`config.mk`:
```
export PLATFORM = sky130hd
export DESIGN_NAME = acc_pwm_top
export DESIGN_NICKNAME = d
export VERILOG_FILES = /design/src/rtl/acc_pwm_pkg.sv /design/src/rtl/acc_pwm_sum.sv /design/src/rtl/acc_pwm_reg.sv /design/src/rtl/acc_pwm_top.sv
export SDC_FILE = /design/constraint.sdc
export NUM_CORES = 1
export LEC_CHECK = 0
export BUFFER_PORTS_ARGS = -buffer_cell sky130_fd_sc_hd__buf_2
export CORE_AREA = 2 2 39 41
export CTS_BUF_LIST = sky130_fd_sc_hd__clkbuf_4 sky130_fd_sc_hd__clkbuf_8
export DETAILED_ROUTE_END_ITERATION = 6
export DIE_AREA = 0 0 41 43
export GPL_TIMING_DRIVEN = 0
export PLACE_DENSITY_LB_ADDON = 0.1
export SYNTH_ARGS = -nofsm -noshare
export SYNTH_HDL_FRONTEND = slang
export SYNTH_HIERARCHICAL = 1
export SYNTH_SLANG_ARGS = --single-unit
```
`constraint.sdc`:
```
create_clock -name clk -period 1.8 [get_ports clk]
set_input_delay 0.27 -clock clk [delete_from_list [all_inputs] [get_ports clk]]
set_output_delay 0.27 -clock clk [all_outputs]
set_load 0.02 [all_outputs]
```
`src/rtl/acc_pwm_pkg.sv`:
```
package acc_pwm_pkg;
    // Default resolution of the level input in bits
    localparam int unsigned ACC_PWM_DEFAULT_W = 8;
endpackage

```
`src/rtl/acc_pwm_sum.sv`:
```
// Combinational step: residue plus level, split into new residue and carry
module acc_pwm_sum #(
    parameter int unsigned W = acc_pwm_pkg::ACC_PWM_DEFAULT_W
) (
    input  logic [W-1:0] frac_i,
    input  logic [W-1:0] level_i,
    output logic [W-1:0] frac_o,
    output logic         carry_o
);
    logic [W:0] total;

    always_comb begin
        total   = {1'b0, frac_i} + {1'b0, level_i};
        frac_o  = total[W-1:0];
        carry_o = total[W];
    end
endmodule

```
`src/rtl/acc_pwm_reg.sv`:
```
// Accumulator storage: W-bit residue plus the carry bit above it
module acc_pwm_reg #(
    parameter int unsigned W = acc_pwm_pkg::ACC_PWM_DEFAULT_W
) (
    input  logic         clk,
    input  logic         rst,
    input  logic [W-1:0] frac_d,
    input  logic         carry_d,
    output logic [W-1:0] frac_q,
    output logic         carry_q
);
    always_ff @(posedge clk) begin
        if (rst) begin
            frac_q  <= '0;
            carry_q <= 1'b0;
        end else begin
            frac_q  <= frac_d;
            carry_q <= carry_d;
        end
    end
endmodule

```
`src/rtl/acc_pwm_top.sv`:
```
// Pulse-density modulator built from a (W+1)-bit accumulator
module acc_pwm_top #(
    parameter int unsigned W = acc_pwm_pkg::ACC_PWM_DEFAULT_W
) (
    input  logic         clk,
    input  logic         rst,
    input  logic [W-1:0] level_i,
    output logic         pwm_o
);
    logic [W-1:0] frac_q;
    logic [W-1:0] frac_d;
    logic         carry_d;
    logic         carry_q;

    acc_pwm_sum #(.W(W)) sum_i (
        .frac_i  (frac_q),
        .level_i (level_i),
        .frac_o  (frac_d),
        .carry_o (carry_d)
    );

    acc_pwm_reg #(.W(W)) reg_i (
        .clk     (clk),
        .rst     (rst),
        .frac_d  (frac_d),
        .carry_d (carry_d),
        .frac_q  (frac_q),
        .carry_q (carry_q)
    );

    assign pwm_o = carry_q;
endmodule

```
== Word level (Yosys, flattened, before mapping) ==
Index checks and enable logic that the tools add are counted.
Word-level totals
  logic and storage cells: 3
  output and inout bits: 1
  bits of input ports: 10
  flip-flop bits (word level): 9
Operators by class
  add/subtract/negate cells: 1
Operator list (number)
  $add A8 B8 Y9: 1

== Depth between registers and ports, before layout ==
  word-level depth: 1
  depth in mapped cells: 7
  mapped depth without buffers: 7

== By module ==
Netlist, hierarchy kept.
Modules (own cells, without submodules)
  acc_pwm_sum: cells an instance 42, sequential area each 0.0 µm², instances 1, area an instance 324.1 µm²
  acc_pwm_reg: cells an instance 18, sequential area each 180.2 µm², instances 1, area an instance 236.5 µm²

== Worst setup path after synthesis ==
OpenSTA, ideal clock, no wires.
  path type: in2reg
  start point: input port level_i[0]
  end point: register reg_i.carry_q
  stages on the path: 7
  setup time: 0.114 ns
  path buffers: 0
  required time: 1.686 ns
  arrival: 1.424 ns
  setup slack: 0.262 ns
  cell sequence: ha_1 -> fa_1 -> a21oi_1 -> nor2_1 -> nor2_1 -> o21ai_0 -> nor2b_1
On the way
  cells in the longest elaborated chain, start to end: 1
RTL lines
  start, declared: RTL line acc_pwm_top.sv:7  | input logic [W-1:0] level_i,
  $add A8 B8 Y9: RTL line acc_pwm_sum.sv:13  | total = {1'b0, frac_i} + {1'b0, level_i};
  named net carry_d: RTL line acc_pwm_top.sv:12  | logic carry_d;
  end signal, assigned: RTL line acc_pwm_reg.sv:18  | carry_q <= carry_d;
  end, declared: RTL line acc_pwm_reg.sv:10  | output logic carry_q
The timed path passes the listed nets, and every way through them passes these cells.
A chain may end at the register's enable or synchronous reset.

== Final worst setup path ==
  start point: register reg_i.frac_q[4]
  end point: register reg_i.frac_q[7]
On the way
  cells in the longest elaborated chain, start to end: 1
RTL lines
  start, declared: RTL line acc_pwm_reg.sv:9  | output logic [W-1:0] frac_q,
  start signal, assigned: RTL line acc_pwm_reg.sv:17  | frac_q <= frac_d;
  $add A8 B8 Y9: RTL line acc_pwm_sum.sv:13
  named net frac_d[7]: RTL line acc_pwm_top.sv:11  | logic [W-1:0] frac_d;
The timed path passes the listed nets, and every way through them passes these cells.

==> results.json <==
{
  "vias": 457,
  "syn-num-nets": 79,
  "nets": 94,
  "timing.final.hold_violations": 0,
  "drt_iter0_drc": 4,
  "syn_avg_cell_area_sq_um": 9.34,
  "multi_input_area_sq_um": 377,
  "yosys.area.top_type": "dfxtp_1",
  "fmax_ghz": 0.591,
  "start_util_pct": 40.5,
  "ff2ff_path_depth": 6,
  "startpoint": "reg_i/frac_q[4]",
  "cts_buffer_depth": 2,
  "drt-total-wl_um": 980,
  "yosys.cell_types.count": 21,
  "max_stage_delay_ns": 0.43,
  "design_area_sq_um": 666,
  "ys_top_cells_by_area": "dfxtp_1, ha_1, nor2b_1",
  "ir_drop_mv": 0.625,
  "synth_compound_area_share_pct": 16.1,
  "cts_hold_buf": 0,
  "fp-row-count": 14,
  "cts_sinks": 9,
  "syn_to_final_growth_pct": 18.7,
  "skew_ns": 0.00529,
  "cp-end-kind": "flop",
  "drive_gt1_share_pct": 23.0,
  "setup-violations-final": 0,
  "start_kind": "flop",
  "cts_root_buffer": "clkbuf_4",
  "synth-simple-area-share_pct": 20.3,
  "worst_slack_ns": 0.107,
  "die_y_um": 43,
  "met3_usage_pct": 3.14,
  "clock_latency_ns": 0.26,
  "synth_warnings": 6,
  "crit_slowest_cell": "a2111oi_1",
  "r2r_start": "reg_i/frac_q[4]",
  "fin_crit_sh_pct": 94.1,
  "dpl.hpwl_um": 743,
  "final_cell_mix": "nor2b_1, buf_2, dfxtp_1",
  "total_power_mw": 0.955,
  "crit_fanout": 6,
  "grt_pass1_wl_um": 1800,
  "worstSetupEndpoint": "reg_i/frac_q[7]",
  "htree_levels": 1,
  "num_io_pins": 11,
  "synth_top_family_by_area": "adder cells",
  "gp_congestion": 0.641,
  "worst_slew_pin_slew_ns": 0.379,
  "synthAdderAreaFrac_pct": 21.4,
  "drv_slew": 0,
  "cts_tree": "yes",
  "hold_class": "in -> reg",
  "pre_cts_slack_ns": 0.00876,
  "fillers": 146,
  "post_cts_buffers": 0,
  "vias_per_cell": 5.08,
  "dr.pass1.iters": 2,
  "powerDensity_nw_per_um2": 1430,
  "crit_arrival_ns": 1.89,
  "synth_cells": 60,
  "grt_util_all_layers_pct": 15.1,
  "n_antenna_cell": 0,
  "synthMuxAreaShare_pct": 1.79,
  "drcViolationCount": 0,
  "ant_nets": 0,
  "grt.met1_usage_pct": 19.6,
  "cp.depth": 6,
  "cp_cell_sequence": "ha_1 -> a21o_1 -> a2111oi_1 -> mux2i_1 -> nand2_1 -> nor2b_1",
  "yosysTopAreaCellShare_pct": 32.1,
  "cp_num_buf_inv": 0,
  "seq_area_sq_um": 180,
  "die-area_sq_um": 1760,
  "overflow": 0,
  "outcome": "finished, final reports clean",
  "syn_area_sq_um": 561,
  "grtUsageMet2_pct": 22.2,
  "placed_area_sq_um": 631,
  "critical_path.top_delay_family": "compound AO/OA/AOI/OAI gates",
  "synth_seq_cells": 9,
  "worstSetupPathType": "reg -> reg",
  "total_leakage_power_nw": 0.320,
  "rr_endpoint": "reg_i/frac_q[7]",
  "cts_buffers": 3,
  "first_global_vias": 482,
  "drv_cap": 0,
  "routedWlPerCell_um": 10.9,
  "final_util_pct": 48.1,
  "die_w_um": 41,
  "critPathRequiredTime_ns": 1.99,
  "mostFrequentLayoutCell": "nor2b_1",
  "grt_start_max_net_pins": 10,
  "reg2reg_slack_ns": 0.11,
  "yosysSeqAreaShare_pct": 32.1,
  "clk_pin_slew_ns": 0.07,
  "relSlewSlack_pct": 74.7,
  "final.min_clock_period_ns": 1.69,
  "io_buffers": 10,
  "grt-busiest-layer": "met2",
  "placeableCoreArea_sq_um": 1380,
  "antenna_found_initial": 0,
  "synth_xor_area_share_pct": 6.25
}
==> final cells by class <==
| type | instances | share of cell area, % |
|---|---|---|
| Timing Repair Buffer | 10 | 7.52 |
| Clock buffer | 3 | 3.38 |
| Tap cell | 16 | 3.01 |
| Clock inverter | 1 | 0.752 |
| Inverter | 3 | 1.69 |
| Sequential cell | 9 | 27.1 |
| Multi-Input combinational cell | 48 | 56.6 |
==> cell usage after synthesis <==
library cell,instances
fa_1,1
xor2_1,2
xnor2_1,2
a311o_1,2
nand3_1,2
a21oi_1,5
nor2_1,2
nor4_1,1
nand2_1,3
a221oi_1,1
inv_2,1
o21bai_1,1
dfxtp_1,9
ha_1,8
nor2b_1,11
mux2i_1,1
inv_1,2
o21ai_0,1
a21o_1,2
nor3_1,2
a2111oi_0,1
==> cells by family after synthesis <==
logic type      Yosys count
simple gates             21
compound gates           13
fa+ha+maj                 9
flops                     9
xor+xnor                  4
buf+inv                   3
mux                       1
==> what timing repair did <==
item,4_1_cts,5_1_grt
setup endpoints to repair,0,3
gates resized for setup,0,3
hold endpoints to repair,0,0
==> sequential cells by signal (all words and copies together) (netlist names) <==
| signal | cells |
|---|---|
| reg_i/carry_q | 1 |
| reg_i/frac_q | 8 |
==> per-layer routing <==
layer	vias to the layer above	share of wire (%)
met5	-	0
li1	243	-
met3	0	3.8
met2	7	46
met1	207	51
met4	0	0
==> power breakdown <==
part           internal, mW  switching [mW]
Combinational         0.256           0.251
Clock                0.0820          0.0783
Sequential            0.267          0.0205
==> worst min-delay path by stage <==
stage | start | end | slack, ns | depth (start not counted)
6_report | rst | reg_i/frac_q[6] | 0.30 | 2
5_1_grt | rst | reg_i/frac_q[6] | 0.31 | 2
4_1_cts | rst | reg_i/frac_q[6] | 0.30 | 2
3_5_place_dp | reg_i/frac_q[0] | reg_i/frac_q[0] | 0.54 | 2
3_3_place_gp | reg_i/frac_q[0] | reg_i/frac_q[0] | 0.54 | 2
2_1_floorplan | rst | reg_i/carry_q | 0.34 | 1
==> per-stage QoR <==
step                hold WS (ns)  setup TNS [ns]  instances
finish                     0.296               0         90
global route               0.312         -0.0163         90
CTS                        0.295               0         90
detailed placement         0.544               0         86
global placement           0.536               0         86
floorplan                  0.342               0         60
Note: power is estimated with default switching activity, not from simulation.
